$ cat config.mk
export PLATFORM = sky130hd
export DESIGN_NAME = pacc_top
export DESIGN_NICKNAME = d
export VERILOG_FILES = /design/src/rtl/pacc_pkg.sv /design/src/rtl/pacc_sync.sv /design/src/rtl/pacc_prescale.sv /design/src/rtl/pacc_counter.sv /design/src/rtl/pacc_top.sv
export SDC_FILE = /design/constraint.sdc
export NUM_CORES = 1
export LEC_CHECK = 0
export ABC_AREA = 1
export BUFFER_PORTS_ARGS = -buffer_cell sky130_fd_sc_hd__buf_2
export CAP_MARGIN = 20
export CORE_AREA = 3 3 75 77
export DETAILED_ROUTE_END_ITERATION = 8
export DIE_AREA = 0 0 78 80
export PLACE_DENSITY = 0.72
export SLEW_MARGIN = 0
export SYNTH_ARGS = -nofsm -noshare
export SYNTH_HDL_FRONTEND = slang
export SYNTH_SLANG_ARGS = --single-unit
export TNS_END_PERCENT = 20
$ cat constraint.sdc
create_clock -name clk -period 2.9 [get_ports clk]
set_input_delay 0.145 -clock clk [delete_from_list [all_inputs] [get_ports clk]]
set_output_delay 0.145 -clock clk [all_outputs]
set_load 0.02 [all_outputs]
$ cat src/rtl/pacc_pkg.sv
package pacc_pkg;
  localparam int BYTE_W  = 8;
  localparam int NBYTES  = 2;
  localparam int COUNT_W = BYTE_W * NBYTES;
  localparam int ADDR_W  = 2;
  localparam logic [ADDR_W-1:0] ADR_FLAGS = 2'd0;
  localparam logic [ADDR_W-1:0] ADR_HIGH  = 2'd1;
  localparam logic [ADDR_W-1:0] ADR_LOW   = 2'd2;
  localparam int FBIT_EDGE = 0;
  localparam int FBIT_OVF  = 1;
endpackage

$ cat src/rtl/pacc_sync.sv
module pacc_sync #(
  parameter int STAGES = 2
) (
  input  logic clk,
  input  logic rst,
  input  logic d_async,
  output logic d_sync,
  output logic d_prev
);
  logic [STAGES-1:0] chain;

  always_ff @(posedge clk) begin
    if (rst) begin
      chain  <= '0;
      d_prev <= 1'b0;
    end else begin
      chain  <= {chain[STAGES-2:0], d_async};
      d_prev <= chain[STAGES-1];
    end
  end

  assign d_sync = chain[STAGES-1];
endmodule

$ cat src/rtl/pacc_prescale.sv
module pacc_prescale #(
  parameter int DIV = 64
) (
  input  logic clk,
  input  logic rst,
  input  logic run,
  output logic tick
);
  localparam int CW = (DIV > 1) ? $clog2(DIV) : 1;
  localparam logic [CW-1:0] LAST = CW'(DIV - 1);

  logic [CW-1:0] phase;

  always_ff @(posedge clk) begin
    if (rst || !run)    phase <= '0;
    else if (phase == LAST) phase <= '0;
    else                phase <= phase + 1'b1;
  end

  assign tick = run && (phase == LAST);
endmodule

$ cat src/rtl/pacc_counter.sv
module pacc_counter #(
  parameter int BYTE_W = 8,
  parameter int NBYTES = 2
) (
  input  logic                     clk,
  input  logic                     rst,
  input  logic                     inc,
  input  logic [NBYTES-1:0]        wr_en,
  input  logic [NBYTES*BYTE_W-1:0] wdata,
  output logic [NBYTES*BYTE_W-1:0] count,
  output logic                     wrap
);
  logic [NBYTES:0] carry;
  logic            any_wr;

  assign any_wr   = |wr_en;
  assign carry[0] = inc && !any_wr;

  for (genvar i = 0; i < NBYTES; i++) begin : g_byte
    logic [BYTE_W-1:0] val;
    assign carry[i+1] = carry[i] && (&val);

    always_ff @(posedge clk) begin
      if (rst)           val <= '0;
      else if (wr_en[i]) val <= wdata[i*BYTE_W +: BYTE_W];
      else if (carry[i]) val <= val + 1'b1;
    end

    assign count[i*BYTE_W +: BYTE_W] = val;
  end

  assign wrap = carry[NBYTES];
endmodule

$ cat src/rtl/pacc_top.sv
module pacc_top
  import pacc_pkg::*;
#(
  parameter int DIV         = 64,
  parameter int SYNC_STAGES = 2
) (
  input  logic               clk,
  input  logic               rst,
  input  logic               acc_en,
  input  logic               gated_mode,
  input  logic               edge_sel,
  input  logic               fast_clr_en,
  input  logic               edge_ie,
  input  logic               ovf_ie,
  input  logic               pin_in,
  input  logic               bus_sel,
  input  logic               bus_wr,
  input  logic               bus_word,
  input  logic [ADDR_W-1:0]  bus_addr,
  input  logic [COUNT_W-1:0] bus_wdata,
  output logic [COUNT_W-1:0] bus_rdata,
  output logic               irq_edge,
  output logic               irq_ovf
);
  logic pin_s, pin_p, rise, fall, active_lvl;
  logic event_edge, trail_edge, tick, run;
  logic inc, ovf_wrap, edge_set, ovf_set;
  logic hit_hi, hit_lo, cnt_access, flag_wr;
  logic [NBYTES-1:0]  cnt_wr;
  logic [COUNT_W-1:0] cnt_wdata, count;
  logic flag_edge, flag_ovf, clr_edge, clr_ovf;

  pacc_sync #(.STAGES(SYNC_STAGES)) u_sync (
    .clk(clk), .rst(rst), .d_async(pin_in), .d_sync(pin_s), .d_prev(pin_p)
  );

  assign rise       = pin_s && !pin_p;
  assign fall       = !pin_s && pin_p;
  assign active_lvl = (pin_s == edge_sel);
  assign event_edge = edge_sel ? rise : fall;
  assign trail_edge = edge_sel ? fall : rise;
  assign run        = acc_en && gated_mode && active_lvl;

  pacc_prescale #(.DIV(DIV)) u_pre (
    .clk(clk), .rst(rst), .run(run), .tick(tick)
  );

  assign inc      = acc_en && (gated_mode ? tick : event_edge);
  assign edge_set = acc_en && (gated_mode ? trail_edge : event_edge);

  assign hit_hi     = bus_sel && (bus_addr == ADR_HIGH);
  assign hit_lo     = bus_sel && ((bus_addr == ADR_LOW) || ((bus_addr == ADR_HIGH) && bus_word));
  assign cnt_access = hit_hi || hit_lo;
  assign cnt_wr     = {hit_hi && bus_wr, hit_lo && bus_wr};
  assign cnt_wdata  = bus_word ? bus_wdata : {bus_wdata[BYTE_W-1:0], bus_wdata[BYTE_W-1:0]};
  assign flag_wr    = bus_sel && bus_wr && (bus_addr == ADR_FLAGS);

  pacc_counter #(.BYTE_W(BYTE_W), .NBYTES(NBYTES)) u_cnt (
    .clk(clk), .rst(rst), .inc(inc), .wr_en(cnt_wr), .wdata(cnt_wdata),
    .count(count), .wrap(ovf_wrap)
  );

  assign ovf_set  = ovf_wrap;
  assign clr_edge = (flag_wr && bus_wdata[FBIT_EDGE]) || (fast_clr_en && cnt_access);
  assign clr_ovf  = (flag_wr && bus_wdata[FBIT_OVF])  || (fast_clr_en && cnt_access);

  always_ff @(posedge clk) begin
    if (rst) begin
      flag_edge <= 1'b0;
      flag_ovf  <= 1'b0;
      irq_edge  <= 1'b0;
      irq_ovf   <= 1'b0;
      bus_rdata <= '0;
    end else begin
      if (edge_set)      flag_edge <= 1'b1;
      else if (clr_edge) flag_edge <= 1'b0;
      if (ovf_set)       flag_ovf  <= 1'b1;
      else if (clr_ovf)  flag_ovf  <= 1'b0;
      irq_edge <= flag_edge && edge_ie;
      irq_ovf  <= flag_ovf && ovf_ie;
      if (bus_sel && !bus_wr) begin
        unique case (bus_addr)
          ADR_FLAGS: bus_rdata <= {{(COUNT_W-2){1'b0}}, flag_ovf, flag_edge};
          ADR_HIGH:  bus_rdata <= bus_word ? count
                                           : {{BYTE_W{1'b0}}, count[COUNT_W-1 -: BYTE_W]};
          ADR_LOW:   bus_rdata <= {{BYTE_W{1'b0}}, count[BYTE_W-1:0]};
          default:   bus_rdata <= '0;
        endcase
      end
    end
  end
endmodule

Yosys cells after proc, flatten, opt, wreduce, memory -nomap -nowiden. Cells that the tools add are included.

Register bits: 45. Input bits: 30. Logic and storage cells: 74. Output and inout bits: 18.

Equal/unequal tests: 4. Reduce and logical (&&, ||, !) cells: 42. $add $sub $neg: 3. Muxes and demuxes: 15.

Operator list (number): 16-bit case mux with 3 select lines (1); 16-bit 2-to-1 mux (2); 8-bit 2-to-1 mux (4); 1-bit logical AND (23); 8-bit by 1-bit adder with 8-bit output, second input constant (2); 8-bit AND reduction (2); 1-bit 2-to-1 mux (8); 2-bit nonzero test (4); 6-bit by 1-bit adder with 6-bit output, second input constant (1); 6-bit equality test, second input constant (1); 1-bit logical NOT (5); 1-bit logical OR (5); 2-bit OR reduction (2); 2-bit by 1-bit equality test with 1-bit output, second input constant (1); 2-bit equality test, second input constant (1); 2-bit logical NOT (1); 1-bit equality test (1).

Depth between registers and ports, before layout. Gate-level depths: netlist of run 1.

Word-level depth: 11. Depth in mapped cells: 12. Depth with buffers taken out: 11.

By module. From an unflattened synthesis of run 1, not the netlist that was laid out.

Cell total of the unflattened synthesis: 409. Area, all modules: 2590.0 sq um.

Modules (own cells, without submodules): pacc_top (times used 1, area each 1158.6 sq um, sequential area each 400.4 sq um, cells each 189); pacc_counter (times used 1, area each 1079.8 sq um, sequential area each 320.3 sq um, cells each 179); pacc_prescale (times used 1, area each 269.0 sq um, sequential area each 120.1 sq um, cells each 32); pacc_sync (times used 1, area each 82.6 sq um, sequential area each 60.1 sq um, cells each 9).

Worst setup path before layout of run 1. OpenSTA, ideal clock, no wires.

Path type: register to register. Start point: register u_pre.phase[0]. End point: register u_cnt.g_byte[1].val[4]. Buffers on the path: 1. Cell stages (with the launch flop): 12. Setup time: 114 ps. Slack: 1353 ps. Data arrival time: 1433 ps. Required time: 2786 ps. Clock period less this slack: 1547 ps. Cells stage by stage: dfxtp_1 -> ha_1 -> nand2_1 -> nor2_4 -> nand2_1 -> o21ai_4 -> nand3_4 -> nand2_4 -> buf_6 -> nand2_2 -> nand2_1 -> nor2_2.

Word-level cells in the longest chain between the ends: 7.

Ends and longest elaborated chain: start, declared (line pacc_prescale.sv:12) `logic [CW-1:0] phase;`; start signal, assigned (line pacc_prescale.sv:17) `else phase <= phase + 1'b1;`; 6-bit equality test (line pacc_prescale.sv:20) `assign tick = run && (phase == LAST);`; 1-bit logical AND (line pacc_prescale.sv:20); 1-bit 2-to-1 mux (line pacc_top.sv:48) `assign inc = acc_en && (gated_mode ? tick : event_edge);`; 1-bit logical AND (line pacc_top.sv:48); 1-bit logical AND (line pacc_counter.sv:17) `assign carry[0] = inc && !any_wr;`; 1-bit logical AND (line pacc_counter.sv:21) `assign carry[i+1] = carry[i] && (&val);`; 2-bit nonzero test (no source line); end signal, assigned (line pacc_counter.sv:25) `else if (wr_en[i]) val <= wdata[i*BYTE_W +: BYTE_W];`; end signal, assigned (line pacc_counter.sv:26) `else if (carry[i]) val <= val + 1'b1;`; end, declared (line pacc_counter.sv:20) `logic [BYTE_W-1:0] val;`.

Every way passes these cells. A chain may end at the register's enable or synchronous reset.

Final worst setup path of run 1.
Start point: register u_pre.phase[0]. End point: register u_cnt.g_byte[0].val[0].

Word-level cells in the longest chain between the ends: 6.

Ends and longest elaborated chain (line): 6-bit equality test (pacc_prescale.sv:20); 1-bit logical AND (pacc_prescale.sv:20); 1-bit 2-to-1 mux (pacc_top.sv:48); 1-bit logical AND (pacc_top.sv:48); 1-bit logical AND (pacc_counter.sv:17); 2-bit nonzero test (no source line); end signal, assigned (pacc_counter.sv:25); end signal, assigned (pacc_counter.sv:26); end, declared (pacc_counter.sv:20).

Every way passes these cells.

==> results.sh, run 1 <==
export IMPL_status="complete, no violations"
export IMPL_grt_pass1_wl_mm=9.98
export IMPL_slew_viol_final=0
export IMPL_crit_type="reg2reg"
export IMPL_min_from="pin_in"
export IMPL_yosys_top_cells_area="dfxtp_1, nand2_1, nor2_1"
export IMPL_numClockSinks=45
export IMPL_rsz0062_at_grt="no"
export IMPL_hold_depth=3
export IMPL_drt_iter0_drc=152
export IMPL_finalSetupViolations=0
export IMPL_clock_path_buffers=2
export IMPL_cp_arrival_ps=1850
export IMPL_reg2reg_slack_ps=1240
export IMPL_whs_endpoint="u_sync.chain[0]"
export IMPL_critPathMaxFanout=8
export IMPL_power_density_nw_per_um2=423
export IMPL_io_buffer_count=47
export IMPL_yosysMostFrequentCell="nand2_1"
export IMPL_ys_ff_latch=45
export IMPL_yosys_warnings=0
export IMPL_cts_setup_buffers=0
export IMPL_use_met3_pct=4.74
export IMPL_wirelength_mm=5.79
export IMPL_cts_root_buf="clkbuf_8"
export IMPL_critPathBufInv=1
export IMPL_critPathSlowestCell="dfxtp_1"
export IMPL_cts_resized=0
export IMPL_yosysTopAreaCell="dfxtp_1"
export IMPL_r2r_end="u_cnt.g_byte[0].val[0]"
export IMPL_drive_above_1_share_pct=20.8
export IMPL_postSynthCellCount=364
export IMPL_crit_family="simple AND/OR/NAND/NOR gates"
export IMPL_yosysSeqAreaShare_pct=36.1
export IMPL_startpoint_type="flip-flop"
export IMPL_grt_pass1_vias=2211
export IMPL_dr_total_vias=2371
export IMPL_maxSlewHeadroom_pct=56.1
export IMPL_synth_edf_count=0
export IMPL_firstDrtPassIters=4
export IMPL_reg2reg_from="u_pre.phase[0]"
export IMPL_nNetsFinal=441
export IMPL_ctsHoldBuffers=0
export IMPL_die_h_um=80
export IMPL_min_path_type="in2reg"
export IMPL_fin_worst_skew_ps=3.18
export IMPL_dieArea_sq_um=6240
export IMPL_grt_use_met1_pct=26.3
export IMPL_cap_violations=0
export IMPL_antenna_left=0
export IMPL_numCtsBuffers=5
export IMPL_die_w_um=78
export IMPL_final_util_pct=56.4
export IMPL_ir_drop_mv=0.269
export IMPL_area_delta_synth_final_pct=14.8
export IMPL_max_freq_ghz=0.603
export IMPL_synth_nets=397
export IMPL_ys_types=33
export IMPL_antennaDiodeCount=0
export IMPL_hold_viol=0
export IMPL_busiest_layer="met2"
export IMPL_start_util_pct=49.1
export IMPL_synthArstFlopShare_pct=0
export IMPL_place_congestion=0.876
export IMPL_p_leak_nw=1.26
export IMPL_cts_tree="yes"
export IMPL_dominantRegCellSynth="dfxtp_1"
export IMPL_cts_max_level=2
export IMPL_synth_commonest_cells="nand2_1, nor2_1, dfxtp_1"
export IMPL_antenna_found_initial=0
export IMPL_row_count=26
export IMPL_drcViolationCount=0
export IMPL_worst_pin_slew_ps=658
export IMPL_coreArea_sq_um=5070
export IMPL_viasPerCell=4.95
export IMPL_clkLatencyLatePin_ps=290
export IMPL_hold_ws_ps=47.2
export IMPL_hpwl_mm=4.53
export IMPL_endpoint_kind="flip-flop"
export IMPL_grt_max_degree=28
export IMPL_overflow=0
export IMPL_fin_crit_sh_pct=57.2
export IMPL_num_io_pins=48
export IMPL_grt_use_total_pct=20.2
export IMPL_required_ps=3090
export IMPL_wl_per_cell_um=12.1
export IMPL_clkTransAtPathRegs_ps=80
export IMPL_synthesis_area_sq_um=2490
export IMPL_min_period_ps=1660
export IMPL_syn_avg_cell_area_sq_um=6.85
export IMPL_cp_cell_sequence="ha_1 -> nand2_1 -> nor2_4 -> nand2_1 -> o21ai_4 -> nand2_4 -> nand2_2 -> inv_1 -> nor2_1 -> nor2_1"
export IMPL_synth_top_area_share_pct=36.1
export IMPL_cpPeakStageDelay_ps=360
export IMPL_tns_ps=0
export IMPL_rr_worst_depth=10
export IMPL_grt_met2_usage_pct=32.7
-- power by group --
part           switching (mW)  leakage (nW)  total, mW  internal, mW
Sequential             0.0153         0.365      0.648         0.633
Clock                   0.212        0.0512      0.406         0.193
Combinational           0.102         0.846      0.156        0.0537
-- worst max path at each step --
| stage | from | slack, ps | end | depth (start not counted) |
|---|---|---|---|---|
| final | u_pre.phase[0] | 1240 | u_cnt.g_byte[0].val[0] | 10 |
| after CTS | u_pre.phase[0] | 1220 | u_cnt.g_byte[1].val[1] | 10 |
| after global routing | u_cnt.g_byte[0].val[1] | 1030 | u_cnt.g_byte[1].val[1] | 10 |
| after detailed placement | bus_sel | 1130 | bus_rdata[3] | 7 |
| after floorplan | u_pre.phase[0] | 1350 | u_cnt.g_byte[1].val[4] | 11 |
| after global placement | bus_sel | 1180 | bus_rdata[7] | 7 |
-- layout make-up --
cell class	count	area, sq um
clock buffers	6	82.6
well taps	70	87.6
repair buffers	47	235
fillers	533	2210
inverters	42	163
flip-flops and latches	45	901
clock inverters	2	13.8
multi-input cells	267	1380
-- registers in the layout, summed over array words and instances, names as in the netlist --
name,flops
u_sync.chain,2
irq_ovf,1
flag_edge,1
irq_edge,1
flag_ovf,1
u_pre.phase,6
u_sync.d_prev,1
u_cnt.g_byte.val,16
bus_rdata,16
-- layout by cell type, fill, tap and decap left out, drive strengths merged --
cell type   n
nand2      91
nor2       57
buf        47
dfxtp      45
inv        42
a21oi      34
nand3      32
o21ai      24
xor2        7
clkbuf      6
nor3        5
nand4       3
o211ai      3
ha          3
xnor2       2
clkinv      2
a31oi       1
nand3b      1
o221ai      1
o21bai      1
a21o        1
nor3b       1
-- cell families (layout without fill, tap and decap cells) --
group                    after synthesis  count (layout)  synth area share (%)
adder cells (fa/ha/maj)                3               3                  1.51
flip-flops                            45              45                  36.1
AO/OA/AOI/OAI                         65              65                  14.2
XOR/XNOR                               9               9                  3.16
buffers and inverters                 52              97                  8.53
AND/OR/NAND/NOR                      190             190                  36.5
-- per-stage QoR --
stage | total power, mW | cell area (sq um) | worst slack [ps] | std cells
2_1_floorplan | 0.767 | 2490 | 1350 | 364
3_3_place_gp | 0.816 | 2770 | 1180 | 471
3_5_place_dp | 0.818 | 2770 | 1130 | 471
4_1_cts | 1.22 | 2860 | 1220 | 479
5_1_grt | 1.27 | 2860 | 1030 | 479
6_report | 1.21 | 2860 | 1240 | 479
-- worst register-to-register path, cell delays in order, from the launching register on --
cell and delay, ps:
dfxtp_1 360, ha_1 180, nand2_1 100, nor2_4 100, nand2_1 100, o21ai_4 220
nand2_4 110, nand2_2 160, inv_1 70, nor2_1 100, nor2_1 50
-- per-layer routing --
layer / vias to the layer above / part of all wire (%) / routed length (um)
li1: 1255 / - / -
met1: 1037 / 47 / 2740
met2: 65 / 45 / 2610
met3: 14 / 5.3 / 308
met4: 0 / 2.2 / 129
met5: - / 0 / 0
Power figures use the tool's default switching activity.
==> run 2, diff against run 1 <==
Settings changed: ABC_AREA 1 to 0, CORE_AREA 3 3 75 77 to 3 3 73 75, DIE_AREA 0 0 78 80 to 0 0 76 78, PLACE_DENSITY 0.72 to 0.73.
Clock period 2.9 ns to 1.4 ns, I/O delays scaled along.
==> results.sh, run 2 <==
export IMPL_tns_ps=-5930
export IMPL_antenna_left=0
export IMPL_total_power_mw=2.71
export IMPL_yosysSeqAreaShare_pct=39.5
export IMPL_drive_above_1_share_pct=39.9
export IMPL_status="complete, but fails checks"
export IMPL_hpwl_mm=5.01
export IMPL_die_h_um=78
export IMPL_firstDrtPassIters=5
export IMPL_grt_max_degree=22
export IMPL_drcViolationCount=0
export IMPL_synthesis_area_sq_um=2280
export IMPL_cts_tree="yes"
export IMPL_violations="negative setup slack"
export IMPL_grt_pass1_vias=2341
export IMPL_synth_nets=302
export IMPL_yosys_top_cells_area="dfxtp_1, nor2_1, a22oi_1"
export IMPL_area_delta_synth_final_pct=45.8
export IMPL_critPathMaxFanout=6
export IMPL_finalSetupViolations=17
export IMPL_dr_total_vias=2434
export IMPL_numCtsBuffers=5
export IMPL_max_freq_ghz=0.534
export IMPL_coreArea_sq_um=4720
export IMPL_routed_wl_met2_mm=3.30
export IMPL_maxSlewHeadroom_pct=70.6
export IMPL_dieArea_sq_um=5930
export IMPL_ys_types=49
export IMPL_wl_per_cell_um=15.1
export IMPL_antenna_found_initial=0
export IMPL_clock_path_buffers=2
export IMPL_worst_pin_slew_ps=440
export IMPL_stdcell_count=443
export IMPL_endpoint_kind="flip-flop"
export IMPL_synth_edf_count=0
export IMPL_yosysMostFrequentCell="dfxtp_1"
export IMPL_critPathSlowestCell="or3b_4"
export IMPL_num_io_pins=48
export IMPL_cap_violations=0
export IMPL_yosysTopAreaCell="dfxtp_1"
export IMPL_wl_met3_um=360
export IMPL_pre_cts_ws_ps=-532
export IMPL_reg_top3="bus_rdata (16), u_cnt.g_byte.val (16), u_pre.phase (6)"
export IMPL_final_area_sq_um=3330
export IMPL_required_ps=1620
export IMPL_postSynthCellCount=269
export IMPL_viasPerCell=5.49
export IMPL_slew_viol_final=0
export IMPL_grt_use_total_pct=22.7
export IMPL_p_leak_nw=1.41
export IMPL_synth_top_area_share_pct=39.5
export IMPL_dp_cells=429
export IMPL_die_w_um=76
export IMPL_setup_ws_ps=-473
export IMPL_nNetsFinal=408
export IMPL_min_period_ps=1870
export IMPL_syn_avg_cell_area_sq_um=8.48
export IMPL_overflow=0
export IMPL_placed_area_sq_um=3030
export IMPL_synthArstFlopShare_pct=0
export IMPL_final_cell_mix="buf_4, buf_2, dfxtp_1"
export IMPL_ys_ff_latch=45
export IMPL_crit_type="reg2reg"
export IMPL_hold_viol=0
export IMPL_drt_iter0_drc=190
export IMPL_clkLatencyLatePin_ps=290
export IMPL_cp_arrival_ps=2090
export IMPL_antennaDiodeCount=0
export IMPL_min_path_type="in2reg"
export IMPL_fin_crit_sh_pct=134
export IMPL_row_count=25
export IMPL_cp_cell_sequence="or3b_4 -> a31oi_4 -> a22oi_2 -> buf_4 -> buf_6 -> o32a_1 -> o22ai_1"
export IMPL_clkTransAtPathRegs_ps=80
export IMPL_dominantRegCellSynth="dfxtp_1"
export IMPL_wirelength_mm=6.71
export IMPL_startpoint_type="flip-flop"
export IMPL_synth_commonest_cells="dfxtp_1, nor2_1, nand2_1"
export IMPL_place_congestion=0.990
export IMPL_cts_root_buf="clkbuf_8"
export IMPL_rsz0062_at_grt="yes"
export IMPL_reg2reg_slack_ps=-470
export IMPL_cts_max_level=2
export IMPL_fin_worst_skew_ps=7.84
export IMPL_grt_pass1_wl_mm=10.9
export IMPL_yosys_warnings=0
export IMPL_start_util_pct=48.3
export IMPL_final_common_cell="buf_4"
export IMPL_hold_ws_ps=1.91
export IMPL_power_density_nw_per_um2=814
export IMPL_cpPeakStageDelay_ps=380
export IMPL_wl_met1_mm=2.91
export IMPL_highest_layer="met4"
export IMPL_io_buffer_count=47
export IMPL_ir_drop_mv=0.503
export IMPL_final_util_pct=70.4
export IMPL_numClockSinks=45
[run 2: cell types whose count changed after synthesis, moves of 10 or more]
cell      before  now
a22oi_1        0   12
nor2b_1        0   13
a211oi_1       0   10
inv_1         37    8
a21oi_1       34    4
nand3_1       30   11
nand2_1       81   17
o21ai_0       23    0
[run 2: logic make-up (layout without fill, tap and decap cells)]
logic type | after synthesis | in the layout | synth area share [%]
compound gates | 64 | 64 | 21.9
xor+xnor | 8 | 8 | 3.07
fa+ha+maj | 3 | 3 | 1.64
buf+inv | 24 | 131 | 4.39
flops | 45 | 45 | 39.5
mux | 8 | 8 | 3.56
simple gates | 117 | 117 | 26.0
[run 2: cell type report]
class                           instances  area (sq um)
Clock buffer                            7          86.3
Clock inverter                          1          30.0
Fill cell                             371          1400
Inverter                                8          30.0
Multi-Input combinational cell        200          1430
Sequential cell                        45           907
Tap cell                               67          83.8
Timing Repair Buffer                  115           758
[run 2: routing by layer]
metal,track usage [%],vias to the layer above
met5,0,-
met2,39.6,73
li1,-,1217
met4,8.15,0
met3,3.94,15
met1,28.1,1129
[run 2: what timing repair did]
| item | CTS | global route |
|---|---|---|
| setup endpoints to repair | 17 | 17 |
| setup buffers | 3 | 1 |
| gates resized for setup | 16 | 10 |
| gates cloned | 0 | 0 |
| pin swaps | 5 | 8 |
| hold buffers | 2 | 0 |
| hold endpoints to repair | 2 | 0 |
[run 2: power breakdown]
group,internal (mW),switching [mW]
Sequential,1.31,0.0169
Clock,0.582,0.432
Combinational,0.173,0.194
Total,2.06,0.644
[run 2: worst paths after layout]
check,start,to,cells after the start
setup / recovery,u_sync.chain[1],u_cnt.g_byte[0].val[7],7
hold / removal,ovf_ie,irq_ovf,2
setup reg to reg,u_sync.chain[1],u_cnt.g_byte[0].val[7],7
hold reg to reg,u_sync.chain[0],u_sync.chain[1],1
[run 2: worst max-delay path: cells and delay by family, from the launching register on]
kind                   cells  cell delay [ps]
AO/OA/AOI/OAI              4              790
AND/OR/NAND/NOR            1              380
buffers and inverters      2              300
flip-flops                 1              330
==> run 3, diff against run 2 <==
Settings changed: BUFFER_PORTS_ARGS -buffer_cell sky130_fd_sc_hd__buf_2 to unset, CORE_AREA 3 3 73 75 to 3 3 72 74, CTS_CLUSTER_DIAMETER set to 40, DIE_AREA 0 0 76 78 to 0 0 75 77, DONT_BUFFER_PORTS set to 1, PLACE_DENSITY 0.73 to 0.66.
==> results.sh, run 3 (same netlist as run 2, synthesis figures left out) <==
export IMPL_grt_use_total_pct=25.2
export IMPL_pwr_share_comb_pct=11.7
export IMPL_p_seq_share_pct=52.7
export IMPL_nNetsFinal=359
export IMPL_viasPerCell=6.17
export IMPL_antennaDiodeCount=0
export IMPL_violations="negative hold slack, negative setup slack"
export IMPL_rsz0062_at_grt="yes"
export IMPL_final_cell_mix="buf_4, dfxtp_1, nor2_1"
export IMPL_ir_drop_mv=0.617
export IMPL_grt_pass1_wl_mm=11.2
export IMPL_max_freq_ghz=0.549
export IMPL_fin_crit_sh_pct=130
export IMPL_p_leak_nw=1.21
export IMPL_fillerInstances=363
export IMPL_slew_viol_final=0
export IMPL_io_buffer_count=0
export IMPL_status="complete, but fails checks"
export IMPL_hold_viol=1
export IMPL_area_delta_synth_final_pct=37.9
export IMPL_final_common_cell="buf_4"
export IMPL_cp_arrival_ps=2050
export IMPL_internal_power_mw=1.90
export IMPL_cp_cell_sequence="or3b_4 -> a31oi_4 -> a22oi_2 -> or4_1 -> a311oi_2"
export IMPL_die_h_um=77
export IMPL_overflow=0
export IMPL_row_count=25
export IMPL_drcViolationCount=0
export IMPL_place_congestion=0.854
export IMPL_drive_above_1_share_pct=29.7
export IMPL_startpoint_type="flip-flop"
export IMPL_cpPeakStageDelay_ps=540
export IMPL_die_w_um=75
export IMPL_numClockSinks=45
export IMPL_clkLatencyLatePin_ps=310
export IMPL_min_path_type="in2reg"
export IMPL_cts_max_level=2
export IMPL_coreArea_sq_um=4660
export IMPL_p_sw_mw=0.634
export IMPL_wirelength_mm=6.99
export IMPL_crit_type="reg2reg"
export IMPL_numCtsBuffers=5
export IMPL_cts_tree="yes"
export IMPL_pwr_share_clk_pct=35.6
export IMPL_critPathMaxFanout=4
export IMPL_total_power_mw=2.54
export IMPL_reg2reg_from="u_sync.chain[1]"
export IMPL_maxSlewHeadroom_pct=66.9
export IMPL_firstDrtPassIters=4
export IMPL_grt_max_degree=45
export IMPL_min_from="bus_wdata[1]"
export IMPL_r2r_end="u_cnt.g_byte[1].val[1]"
export IMPL_reg_top3="bus_rdata (16), u_cnt.g_byte.val (16), u_pre.phase (6)"
export IMPL_multi_input_area_sq_um=1490
export IMPL_tns_ps=-5790
export IMPL_rr_worst_depth=5
export IMPL_antenna_left=0
export IMPL_endpoint_kind="flip-flop"
export IMPL_clock_path_buffers=2
export IMPL_drt_iter0_drc=226
export IMPL_regArea_sq_um=907
export IMPL_start_util_pct=49.0
export IMPL_cap_violations=0
export IMPL_hold_ws_ps=-2.53
export IMPL_worst_pin_slew_ps=495
export IMPL_min_period_ps=1820
export IMPL_hpwl_mm=4.61
export IMPL_hold_depth=3
export IMPL_wl_per_cell_um=18.4
export IMPL_power_density_nw_per_um2=806
export IMPL_finalSetupViolations=17
export IMPL_fin_worst_skew_ps=7.57
export IMPL_p_sw_share_pct=25.0
export IMPL_dieArea_sq_um=5780
export IMPL_clkTransAtPathRegs_ps=90
export IMPL_required_ps=1630
export IMPL_critPathSlowestCell="or4_1"
export IMPL_antenna_found_initial=0
export IMPL_setup_ws_ps=-421
export IMPL_grt_pass1_vias=2361
export IMPL_reg2reg_slack_ps=-420
export IMPL_num_io_pins=48
export IMPL_cts_root_buf="clkbuf_8"
export IMPL_dr_total_vias=2350
export IMPL_whs_endpoint="flag_ovf"
-- run 3: worst max path at each step --
stage / start / end / slack [ps]
3_5_place_dp: u_sync.chain[1] / u_cnt.g_byte[1].val[0] / -520
4_1_cts: u_sync.chain[1] / u_cnt.g_byte[1].val[1] / -410
2_1_floorplan: u_sync.chain[1] / u_cnt.g_byte[1].val[1] / -510
5_1_grt: u_sync.chain[1] / u_cnt.g_byte[1].val[0] / -480
3_3_place_gp: u_sync.chain[1] / u_cnt.g_byte[1].val[0] / -480
6_report: u_sync.chain[1] / u_cnt.g_byte[1].val[1] / -420
-- run 3: what timing repair did --
item,in CTS,in global routing
pin swaps,17,5
hold buffers,11,0
resized for setup,25,9
cloned,2,1
hold endpoints to repair,39,0
setup buffers,5,2
setup endpoints to repair,17,17
-- run 3: per-layer routing --
layer  routed length [um]  part of all wire (%)  track usage (%)
met2                 3490                    50             41.0
met4                  182                   2.6             11.0
met3                  511                   7.3             7.21
met5                    0                     0                0
met1                 2820                    40             30.1
-- run 3: worst max-delay path: cells and delay by family, from the launching register on --
family          cells  cell delay, ps
simple gates        2             920
compound gates      3             500
flops               1             330
-- run 3: metrics by stage --
| step | hold slack (ps) | area (sq um) | utilization, % | setup WS (ps) | std cells |
|---|---|---|---|---|---|
| after floorplan | 191 | 2340 | - | -506 | 269 |
| final | -2.53 | 3150 | 67.5 | -421 | 381 |
| after CTS | 1.86 | 3060 | 65.7 | -410 | 378 |
| after global placement | 143 | 2650 | 56.9 | -478 | 352 |
| after global routing | 5.20 | 3150 | 67.5 | -477 | 381 |
| after detailed placement | 145 | 2650 | 56.9 | -519 | 352 |
-- run 3: final cells by class --
cell class / count / area share, %
clock inverter: 1 / 0.159
timing repair buffer: 64 / 17.4
clock buffer: 7 / 3.06
multi-input combinational: 202 / 47.5
inverter: 8 / 0.954
sequential: 45 / 28.8
tap: 54 / 2.15
-- run 3: power by group through the flow --
stage                     Clock, mW  Sequential [mW]  Combinational, mW
after floorplan                   0             1.37              0.152
after global placement            0             1.36              0.206
after detailed placement          0             1.36              0.209
after CTS                     0.903             1.34              0.282
after global routing          0.958             1.34              0.322
final                         0.904             1.34              0.297
